File: src/rtl/keyevt_pkg.sv
package keyevt_pkg;

    typedef enum logic [1:0] {
        LV_NONE  = 2'd0,
        LV_FRESH = 2'd1,
        LV_SEEN  = 2'd2
    } live_state_e;

endpackage

File: src/rtl/keyevt_tick.sv
module keyevt_tick #(
    parameter int unsigned TICK_CYCLES = 32768
) (
    input  logic clk,
    input  logic rst_n,
    input  logic clr_i,
    output logic tick_o
);
    localparam int unsigned TW = (TICK_CYCLES > 1) ? $clog2(TICK_CYCLES) : 1;
    localparam logic [TW-1:0] LAST = TW'(TICK_CYCLES - 1);

    logic [TW-1:0] cnt_q;

    always_ff @(posedge clk or negedge rst_n) begin
        if (!rst_n) begin
            cnt_q  <= '0;
            tick_o <= 1'b0;
        end else if (clr_i) begin
            cnt_q  <= '0;
            tick_o <= 1'b0;
        end else if (cnt_q == LAST) begin
            cnt_q  <= '0;
            tick_o <= 1'b1;
        end else begin
            cnt_q  <= cnt_q + 1'b1;
            tick_o <= 1'b0;
        end
    end

    generate
        if (TICK_CYCLES > 1) begin : g_gap_chk
            // ticks are spaced, never back to back
            assert_tick_gap_R3: assert property (@(posedge clk) disable iff (!rst_n)
                tick_o |=> !tick_o);
        end
    endgenerate

endmodule

File: src/rtl/keyevt_store.sv
module keyevt_store #(
    parameter int unsigned DEPTH  = 8,
    parameter int unsigned CODE_W = 8,
    parameter int unsigned CNT_W  = 7,
    parameter logic [CODE_W-1:0] BLANK_CODE = '1
) (
    input  logic                       clk,
    input  logic                       rst_n,
    input  logic                       clr_all_i,
    input  logic                       wr_en_i,
    input  logic [$clog2(DEPTH)-1:0]   wr_idx_i,
    input  logic [CODE_W-1:0]          wr_code_i,
    input  logic                       tick_en_i,
    input  logic [$clog2(DEPTH)-1:0]   live_idx_i,
    input  logic                       pop_en_i,
    input  logic [$clog2(DEPTH)-1:0]   pop_idx_i,
    input  logic [$clog2(DEPTH)-1:0]   rd_idx_i,
    output logic [CODE_W-1:0]          rd_code_o,
    output logic [CNT_W:0]             rd_dur_o
);
    localparam int unsigned PTR_W = $clog2(DEPTH);
    localparam int unsigned DUR_W = CNT_W + 1;

    logic [DEPTH-1:0][CODE_W-1:0] code_all;
    logic [DEPTH-1:0][DUR_W-1:0]  dur_all;

    for (genvar g = 0; g < DEPTH; g++) begin : g_ent
        logic [CODE_W-1:0] code_r;
        logic [DUR_W-1:0]  dur_r;
        logic              hit_wr, hit_tick, hit_pop;
        logic [CNT_W-1:0]  cnt_nx;
        logic              of_nx;

        assign hit_wr   = wr_en_i   && (wr_idx_i   == PTR_W'(g));
        assign hit_tick = tick_en_i && (live_idx_i == PTR_W'(g));
        assign hit_pop  = pop_en_i  && (pop_idx_i  == PTR_W'(g));

        always_comb begin
            if (&dur_r[CNT_W-1:0]) begin
                cnt_nx = '0;
                of_nx  = 1'b1;
            end else begin
                cnt_nx = dur_r[CNT_W-1:0] + 1'b1;
                of_nx  = dur_r[CNT_W];
            end
        end

        always_ff @(posedge clk or negedge rst_n) begin
            if (!rst_n) begin
                code_r <= BLANK_CODE;
                dur_r  <= '0;
            end else if (clr_all_i) begin
                code_r <= BLANK_CODE;
                dur_r  <= '0;
            end else if (hit_wr) begin
                code_r <= wr_code_i;
                dur_r  <= '0;
            end else if (hit_tick) begin
                dur_r  <= {of_nx, cnt_nx};
            end else if (hit_pop) begin
                code_r <= BLANK_CODE;
                dur_r  <= '0;
            end
        end

        assign code_all[g] = code_r;
        assign dur_all[g]  = dur_r;

        // overflow flag holds until the entry is cleared or rewritten
        assert_of_sticky_R4: assert property (@(posedge clk) disable iff (!rst_n)
            (dur_r[CNT_W] && !clr_all_i && !hit_wr && !hit_pop) |=> dur_r[CNT_W]);
    end

    assign rd_code_o = code_all[rd_idx_i];
    assign rd_dur_o  = dur_all[rd_idx_i];

endmodule

File: src/rtl/keyevt_ctrl.sv
module keyevt_ctrl
    import keyevt_pkg::*;
#(
    parameter int unsigned DEPTH = 8
) (
    input  logic                     clk,
    input  logic                     rst_n,
    input  logic                     clr_i,
    input  logic                     tick_i,
    input  logic                     evt_i,
    input  logic                     pop_i,
    output logic                     wr_en_o,
    output logic [$clog2(DEPTH)-1:0] wr_idx_o,
    output logic                     tick_en_o,
    output logic [$clog2(DEPTH)-1:0] live_idx_o,
    output logic                     pop_en_o,
    output logic [$clog2(DEPTH)-1:0] pop_idx_o,
    output logic [$clog2(DEPTH)-1:0] rd_idx_o,
    output logic                     irq_n_o,
    output logic                     empty_o
);
    localparam int unsigned PTR_W = $clog2(DEPTH);
    localparam int unsigned PW    = $clog2(DEPTH + 1);
    localparam logic [PW-1:0] PEND_MAX = PW'(DEPTH - 1);

    live_state_e        state_q, state_d;
    logic [PTR_W-1:0]   live_q, live_d;
    logic [PTR_W-1:0]   rd_q, rd_d;
    logic [PW-1:0]      pend_q, pend_d;
    logic               has_live, pop_done;
    logic [PW-1:0]      pend_pop;
    logic [PTR_W-1:0]   rd_pop;

    assign has_live = (state_q != LV_NONE);
    assign pop_done = pop_i && (pend_q != '0);

    // next state of the live entry
    always_comb begin
        state_d = state_q;
        unique case (state_q)
            LV_NONE:  if (evt_i) state_d = LV_FRESH;
            LV_FRESH: begin
                if (evt_i)                         state_d = LV_FRESH;
                else if (pop_i && pend_q == '0)    state_d = LV_SEEN;
            end
            LV_SEEN:  if (evt_i) state_d = LV_FRESH;
            default:  state_d = LV_NONE;
        endcase
        if (clr_i) state_d = LV_NONE;
    end

    // state register
    always_ff @(posedge clk or negedge rst_n) begin
        if (!rst_n) state_q <= LV_NONE;
        else        state_q <= state_d;
    end

    // pointers: pop applies first, then the event
    always_comb begin
        pend_pop = pend_q - PW'(pop_done);
        rd_pop   = rd_q + PTR_W'(pop_done);
        pend_d   = pend_pop;
        rd_d     = rd_pop;
        live_d   = live_q;
        if (evt_i && has_live) begin
            live_d = live_q + 1'b1;
            if (pend_pop == PEND_MAX) begin
                pend_d = PEND_MAX;
                rd_d   = rd_pop + 1'b1;
            end else begin
                pend_d = pend_pop + 1'b1;
            end
        end
        if (clr_i) begin
            pend_d = '0;
            rd_d   = '0;
            live_d = '0;
        end
    end

    always_ff @(posedge clk or negedge rst_n) begin
        if (!rst_n) begin
            pend_q <= '0;
            rd_q   <= '0;
            live_q <= '0;
        end else begin
            pend_q <= pend_d;
            rd_q   <= rd_d;
            live_q <= live_d;
        end
    end

    // outputs
    always_comb begin
        wr_en_o    = evt_i && !clr_i;
        wr_idx_o   = has_live ? live_q + 1'b1 : live_q;
        tick_en_o  = tick_i && has_live && !evt_i && !clr_i;
        live_idx_o = live_q;
        pop_en_o   = pop_done && !clr_i;
        pop_idx_o  = rd_q;
        rd_idx_o   = (pend_q != '0) ? rd_q : live_q;
        empty_o    = (pend_q == '0);
        irq_n_o    = !((pend_q != '0) || (state_q == LV_FRESH));
    end

    assert_irq_on_event_R2: assert property (@(posedge clk) disable iff (!rst_n)
        (evt_i && !clr_i) |=> !irq_n_o);

    assert_pend_bound_R10: assert property (@(posedge clk) disable iff (!rst_n)
        pend_q <= PEND_MAX);

    assert_empty_irq_R9: assert property (@(posedge clk) disable iff (!rst_n)
        !empty_o |-> !irq_n_o);

    assert_clear_quiet_R11: assert property (@(posedge clk) disable iff (!rst_n)
        clr_i |=> (empty_o && irq_n_o));

    assert_live_read_keeps_R7: assert property (@(posedge clk) disable iff (!rst_n)
        (pop_i && pend_q == '0 && has_live && !evt_i && !clr_i)
            |=> ($stable(live_q) && pend_q == '0 && irq_n_o));

endmodule

File: src/rtl/keyevt_fifo.sv
module keyevt_fifo #(
    parameter int unsigned DEPTH       = 8,
    parameter int unsigned CODE_W      = 8,
    parameter int unsigned CNT_W       = 7,
    parameter int unsigned TICK_CYCLES = 32768,
    parameter logic [CODE_W-1:0] BLANK_CODE = '1
) (
    input  logic              clk,
    input  logic              rst_n,
    input  logic              sleep_i,
    input  logic              pdn_i,
    input  logic              evt_valid_i,
    input  logic [CODE_W-1:0] evt_code_i,
    input  logic              pop_i,
    output logic [CODE_W-1:0] rd_code_o,
    output logic [CNT_W:0]    rd_dur_o,
    output logic              irq_n_o,
    output logic              empty_o
);
    localparam int unsigned PTR_W = $clog2(DEPTH);

    logic             clr, tick;
    logic             wr_en, tick_en, pop_en;
    logic [PTR_W-1:0] wr_idx, live_idx, pop_idx, rd_idx;

    assign clr = sleep_i || pdn_i;

    keyevt_tick #(.TICK_CYCLES(TICK_CYCLES)) u_tick (
        .clk    (clk),
        .rst_n  (rst_n),
        .clr_i  (clr),
        .tick_o (tick)
    );

    keyevt_ctrl #(.DEPTH(DEPTH)) u_ctrl (
        .clk        (clk),
        .rst_n      (rst_n),
        .clr_i      (clr),
        .tick_i     (tick),
        .evt_i      (evt_valid_i),
        .pop_i      (pop_i),
        .wr_en_o    (wr_en),
        .wr_idx_o   (wr_idx),
        .tick_en_o  (tick_en),
        .live_idx_o (live_idx),
        .pop_en_o   (pop_en),
        .pop_idx_o  (pop_idx),
        .rd_idx_o   (rd_idx),
        .irq_n_o    (irq_n_o),
        .empty_o    (empty_o)
    );

    keyevt_store #(
        .DEPTH      (DEPTH),
        .CODE_W     (CODE_W),
        .CNT_W      (CNT_W),
        .BLANK_CODE (BLANK_CODE)
    ) u_store (
        .clk        (clk),
        .rst_n      (rst_n),
        .clr_all_i  (clr),
        .wr_en_i    (wr_en),
        .wr_idx_i   (wr_idx),
        .wr_code_i  (evt_code_i),
        .tick_en_i  (tick_en),
        .live_idx_i (live_idx),
        .pop_en_i   (pop_en),
        .pop_idx_i  (pop_idx),
        .rd_idx_i   (rd_idx),
        .rd_code_o  (rd_code_o),
        .rd_dur_o   (rd_dur_o)
    );

endmodule

File: config.mk
export PLATFORM = sky130hd
export DESIGN_NAME = keyevt_fifo
export DESIGN_NICKNAME = d
export VERILOG_FILES = /design/src/rtl/keyevt_pkg.sv /design/src/rtl/keyevt_tick.sv /design/src/rtl/keyevt_store.sv /design/src/rtl/keyevt_ctrl.sv /design/src/rtl/keyevt_fifo.sv
export SDC_FILE = /design/constraint.sdc
export NUM_CORES = 1
export LEC_CHECK = 0
export ABC_AREA = 1
export BUFFER_PORTS_ARGS = -buffer_cell sky130_fd_sc_hd__buf_2
export CORE_ASPECT_RATIO = 1.5
export CORE_MARGIN = 1.5
export CORE_UTILIZATION = 55
export DETAILED_ROUTE_END_ITERATION = 10
export GPL_ROUTABILITY_DRIVEN = 1
export GPL_TIMING_DRIVEN = 0
export PLACE_DENSITY = 0.73
export RECOVER_POWER = 50
export SETUP_SLACK_MARGIN = 0.02
export SLEW_MARGIN = 20
export SYNTH_ARGS = -nofsm -noshare
export SYNTH_HDL_FRONTEND = slang
export SYNTH_SLANG_ARGS = --single-unit
File: constraint.sdc
create_clock -name clk -period 3.2 [get_ports clk]
set_input_delay 0.32 -clock clk [delete_from_list [all_inputs] [get_ports clk]]
set_output_delay 0.32 -clock clk [all_outputs]
set_load 0.05 [all_outputs]
[Yosys cells after proc, flatten, opt, wreduce, memory -nomap -nowiden]
Cells that the tools add are included.
Storage, ports and cells
  input bits: 14
  flip-flop bits (word level): 156
  logic and storage cells: 278
  output and inout port bits: 18
Operators by class
  equality and inequality tests: 43
  add/sub/neg operators: 14
  reduce and logical (&&, ||, !) cells: 87
  muxes and demuxes: 103
  magnitude comparators: 1
Operators with widths (count)
  $mux 8: 66
  $add 7x1->7 const B: 8
  $mux 7: 8
  $reduce_and 7->1: 8
  $bmux 8 s3: 2
  $eq 3x3->1 const B: 12
  $reduce_bool 4->1: 9
  $reduce_and 2->1: 17
  $logic_and 1x1->1: 32
  $ne 4x3->1 const B: 8
  $mux 15: 2
  $ne 3x2->1 const B: 8
  $reduce_bool 3->1: 8
  $mux 3: 7
  $eq 3x2->1 const B: 6
  $add 15x1->15 const B: 1
  $eq 15x15->1 const B: 1
  $mux 4: 3
  $mux 1: 10
  $eq 3x1->1 const B: 3
  $logic_not 3->1: 3
  $mux 2: 4
  $add 3x1->3 const B: 2
  $add 4x1->4 const B: 1
  15 further kinds: 19

[Logic depth before layout (Yosys ltp)]
  depth after elaboration: 8
  depth in mapped cells: 14
  depth with buffers taken out: 14

[Modules after synthesis]
Synthesis repeated with hierarchy kept, for this count alone.
Second synthesis, totals
  cells, all modules: 1259
  area total of the unflattened synthesis: 9196.3 um2
Modules (own cells, without submodules)
  keyevt_store: cells each 1015, sequential area each 3283.1 um2, area each 7359.6 um2, instances 1
  keyevt_ctrl: cells each 131, sequential area each 300.3 um2, area each 938.4 um2, instances 1
  keyevt_tick: cells each 110, sequential area each 400.4 um2, area each 887.1 um2, instances 1
  keyevt_fifo: cells each 3, sequential area each 0.0 um2, area each 11.3 um2, instances 1

[Least setup slack after synthesis]
No wires, ideal clock.
  kind: register to register
  from: register u_ctrl.pend_q[2]
  to: register u_ctrl.rd_q[1], in the netlist u_ctrl.pop_idx_o[1]
  buffers on the path: 0
  stages on the path, launching flop included: 14
  data required time: 3.080 ns
  data arrival time: 2.073 ns
  slack: 1.007 ns
  setup time: 0.120 ns
  clock period less this slack: 2.193 ns
  cells stage by stage: dfrtp_1 -> nor2_1 -> nand2_2 -> nand2_1 -> inv_2 -> ha_1 -> ha_1 -> inv_1 -> ha_1 -> inv_1 -> nor3_2 -> nand2_1 -> o21ai_0 -> nor2_1
On the way
  word-level cells in the longest chain between the ends: 7
  elaborated cells on any way between the ends: 9
  those cells by class: 3 x add/sub; 1 x eq/ne; 3 x mux; 2 x reduce/logical
Ends and longest elaborated chain
  start, declared: line keyevt_ctrl.sv:29  | logic [PW-1:0] pend_q, pend_d;
  start signal, assigned: line keyevt_ctrl.sv:87  | pend_q <= pend_d;
  $reduce_bool 4->1: line keyevt_ctrl.sv:35  | assign pop_done = pop_i && (pend_q != '0);
  $logic_and 1x1->1: line keyevt_ctrl.sv:35
  $add 3x1->3 / $sub 4x1->4 (equally long branches): line keyevt_ctrl.sv:61, keyevt_ctrl.sv:60
  $add 3x1->3 / $eq 4x3->1 (equally long branches): line keyevt_ctrl.sv:69, keyevt_ctrl.sv:67
  $mux 3: line keyevt_ctrl.sv:67  | if (pend_pop == PEND_MAX) begin
  $mux 3 *: line keyevt_ctrl.sv:65  | if (evt_i && has_live) begin
  $mux 3 *: line keyevt_ctrl.sv:74  | if (clr_i) begin
  named net u_ctrl.rd_d[1]: line keyevt_ctrl.sv:28  | logic [PTR_W-1:0] rd_q, rd_d;
  end signal, assigned: line keyevt_ctrl.sv:88  | rd_q <= rd_d;
  end, declared: line keyevt_ctrl.sv:28
Mark *: on every way through the listed nets, which the timed path passes. The rest lies on a longest branch.
A chain may end at the register's enable or synchronous reset.

[Worst setup path after layout]
  from: register u_ctrl.pend_q[2]
  to: output rd_dur_o[3]
On the way
  word-level cells in the longest chain between the ends: 4
Ends and longest elaborated chain
  $reduce_bool 4->1: line keyevt_ctrl.sv:101  | rd_idx_o = (pend_q != '0) ? rd_q : live_q;
  $mux 3: line keyevt_ctrl.sv:101
  $bmux 8 s3: line keyevt_store.sv:75  | assign rd_dur_o = dur_all[rd_idx_i];
  $mux 8 (not written as such): line keyevt_store.sv:75
  end, declared: line keyevt_fifo.sv:16  | output logic [CNT_W:0] rd_dur_o,
No other way between the ends. The select of a mux whose other input is x is not followed.

==> flow_summary.json <==
{
  "ys_seq_elements": 156,
  "setup_ws_ps": 186,
  "cts-htree-levels": 4,
  "synth_area_leaders": "dfrtp_1 25%, dfstp_2 18%, nand2_1 17%, inv_1 7.6%, nand3_1 7.1%",
  "power-per-cell-area_mw_per_mm2": 470,
  "cts_tree": "built",
  "die_area_mm2": 0.0177,
  "ys_async_sr_fraction_pct": 100,
  "final_cells": 1580,
  "netlist_instances": 1305,
  "vias_per_cell": 5.41,
  "clock-sinks": 156,
  "routabilityCongestion": 0.995,
  "slowest_stage": "o21ai_2",
  "port_buffers": 31,
  "synthesis.nets": 1340,
  "finish.utilization_pct": 62.4,
  "dieWidth_um": 109,
  "cp_cell_sequence": "nor2_1 -> nand2_2 -> o21ai_2 -> buf_2 -> nand2_1 -> nand3_1 -> nand2_1 -> nand2_1 -> nand2_1 -> buf_2",
  "hold_path_class": "in -> reg",
  "clkSlewWorstSetupHoldPaths_ps": 60,
  "drive_gt1_share_pct": 14.6,
  "use_met3_pct": 4.41,
  "p_leak_nw": 5.43,
  "synthDistinctLibCells": 34,
  "nets": 1392,
  "yosysMostFrequentCell": "nand2_1",
  "synth-xor-area-share_pct": 3.11,
  "worst_slew_pin_slew_ps": 1710,
  "drv_slew": 67,
  "synthFlopType": "dfrtp_1",
  "cts_buffers": 17,
  "grt_max_degree": 91,
  "regToRegSetupSlack_ps": 700,
  "core_mm2": 0.0166,
  "final_antenna_net_count": 0,
  "cp_top_family": "simple AND/OR/NAND/NOR gates",
  "clock_path_buffers": 2,
  "period_share_pct": 94.2,
  "synth_commonest_cells": "418 x nand2_1, 189 x inv_1, 131 x nand3_1",
  "finalSetupTns_ps": 0,
  "hold_viol": 0,
  "yosys_warnings": 0,
  "synth_edf_count": 0,
  "grtUsageMet1_pct": 34.4,
  "clk_latency_ps": 430,
  "fmax_mhz": 332,
  "synthAdderAreaFrac_pct": 2.83,
  "outcome": "finished, violations left",
  "endpoint_kind": "output pin",
  "cpPeakStageDelay_ps": 500,
  "chipHeight_um": 162,
  "ff_latch_area_mm2": 0.00398,
  "min_period_ps": 3010,
  "wirelength_um": 24900,
  "start_util_pct": 55.9,
  "route.detailed.drc": 0,
  "wire_per_inst_um": 15.8,
  "drt-initial-drc-count": 596,
  "finalPower_w": 0.00488,
  "diodes": 0,
  "violations": "capacitance limit, slew limit",
  "track_usage_pct": 30.0,
  "avgSynthCellArea_um2": 7.12,
  "arrival_ps": 2690,
  "grt_pass1_vias": 8333,
  "dp_worst_setup_slack_ps": 645,
  "multiInputGateArea_mm2": 0.00437,
  "dp_cells": 1547,
  "required_ps": 2880,
  "first_pass_iters": 5,
  "worst_ir_drop_vdd_v": 0.000305,
  "crit_type": "reg -> out",
  "synth_area_leader_cell": "dfrtp_1",
  "critPathMaxFanout": 10,
  "seq_area_frac_synth_pct": 42.9,
  "synth_compound_area_share_pct": 8.12,
  "fin_skew_ps": 7.39,
  "dpl.hpwl_um": 18700,
  "antenna_found_initial": 0,
  "synth.mux.area_fraction_pct": 0,
  "max-cap-violations": 1,
  "grt_pass1_wl_um": 40400,
  "rows": 58,
  "n_fill_cell": 1528,
  "grt-busiest-layer": "met2",
  "setup_viol": 0,
  "synthSimpleGateAreaFrac_pct": 33.0,
  "io_pins": 32,
  "synth_top_area_share_pct": 24.8,
  "synthToLayoutAreaGrowth_pct": 11.7,
  "cp_num_buf_inv": 2,
  "rsz0062_at_grt": "false",
  "cp-start-kind": "register",
  "syn_area_mm2": 0.00929,
  "crit_path_frequent_cell": "nand2_1",
  "vias": 8545,
  "met2_usage_pct": 53.2,
  "synth_top_family_by_area": "simple AND/OR/NAND/NOR gates",
  "root_buffer": "clkbuf_16",
  "slew_headroom_pct": -14.1,
  "grt-ovfl-total": 0
}
==> where the power goes <==
group	internal (W)	switching [W]
Sequential	0.00202	0.0000161
Clock	0.00135	0.000812
Combinational	0.000155	0.000527
==> metal layers <==
layer / vias up / share of wire [%]
met4: 0 / 4.7
li1: 4225 / -
met1: 3978 / 38
met2: 274 / 52
met3: 68 / 5.0
met5: - / 0
==> path summary, 6_finish.rpt <==
path | start | endpoint | cells after the start
worst min register to register | u_store.g_ent[5].code_r[0] | u_store.g_ent[5].code_r[0] | 2
min in group asynchronous | rst_n | u_store.g_ent[6].dur_r[6] | 2
max in group asynchronous | rst_n | u_store.g_ent[1].code_r[2] | 3
worst min-delay path | pop_i | u_ctrl.state_q[1] | 3
worst max register to register | u_ctrl.pend_q[2] | u_ctrl.pop_idx_o[0] | 13
worst max-delay path | u_ctrl.pend_q[2] | rd_dur_o[3] | 10
==> cell usage in the layout (no fill, tap or decap), types with 5 or more instances in the layout <==
master / synthesis / final
ha_1: 21 / 21
clkbuf_1: 7 / 11
o21ai_1: 5 / 5
or2_2: 7 / 7
xor2_1: 25 / 25
nor3_1: 16 / 17
nor2_1: 93 / 93
nand2_2: 11 / 10
nand2_1: 418 / 419
xnor2_1: 8 / 8
nand3_2: 7 / 7
nor2_2: 7 / 7
buf_2: 20 / 49
o21ai_0: 53 / 53
inv_1: 189 / 191
a21oi_1: 51 / 51
dfstp_2: 64 / 64
o22ai_1: 17 / 17
dfrtp_1: 92 / 92
clkbuf_16: 0 / 17
inv_2: 18 / 16
nand3_1: 131 / 131
nand4_1: 23 / 23
==> sequential cells by signal, summed over array words and instances, names as in the netlist <==
| register | cells |
|---|---|
| u_store.g_ent.code_r | 64 |
| u_ctrl.live_idx_o | 3 |
| u_ctrl.pend_q | 4 |
| u_tick.cnt_q | 15 |
| u_tick.tick_o | 1 |
| u_ctrl.pop_idx_o | 3 |
| u_ctrl.state_q | 2 |
| u_store.g_ent.dur_r | 64 |
==> layout make-up <==
cell class / instances / area share [%]
buffer: 31 / 1.48
clock buffer: 22 / 4.48
clock inverter: 10 / 1.58
inverter: 207 / 7.49
multi-input combinational: 911 / 42.2
sequential: 156 / 38.4
tap: 210 / 2.53
timing repair buffer: 33 / 1.85
==> worst register-to-register path, stage by stage (launching register included) <==
cell	delay [ps]
dfrtp_1	400
nor2_1	130
nand2_2	190
nand2_1	130
inv_2	90
ha_1	210
ha_1	270
inv_1	90
ha_1	170
inv_1	70
nor3_2	220
nand2_1	150
xor2_1	180
nor2_1	60
==> per-stage QoR <==
| step | hold slack (ps) | instance area (um^2) |
|---|---|---|
| CTS | 199 | 10400 |
| global placement | 450 | 9710 |
| detailed placement | 311 | 9740 |
| global route | 209 | 10400 |
| finish | 201 | 10400 |
| floorplan | 24.4 | 9290 |
==> cells by family after synthesis <==
logic type	count (synthesis)
XOR/XNOR	33
AND/OR/NAND/NOR	718
adder cells (fa/ha/maj)	21
flip-flops	156
buffers and inverters	238
AO/OA/AOI/OAI	139
==> repair_timing <==
| action | 4_1_cts | 5_1_grt |
|---|---|---|
| setup endpoints to repair | 0 | 8 |
| hold buffers | 1 | 0 |
| endpoints found under the hold margin | 51 | 0 |
| resized for setup | 0 | 3 |
| setup buffers | 0 | 0 |
Power figures use the tool's default switching activity.
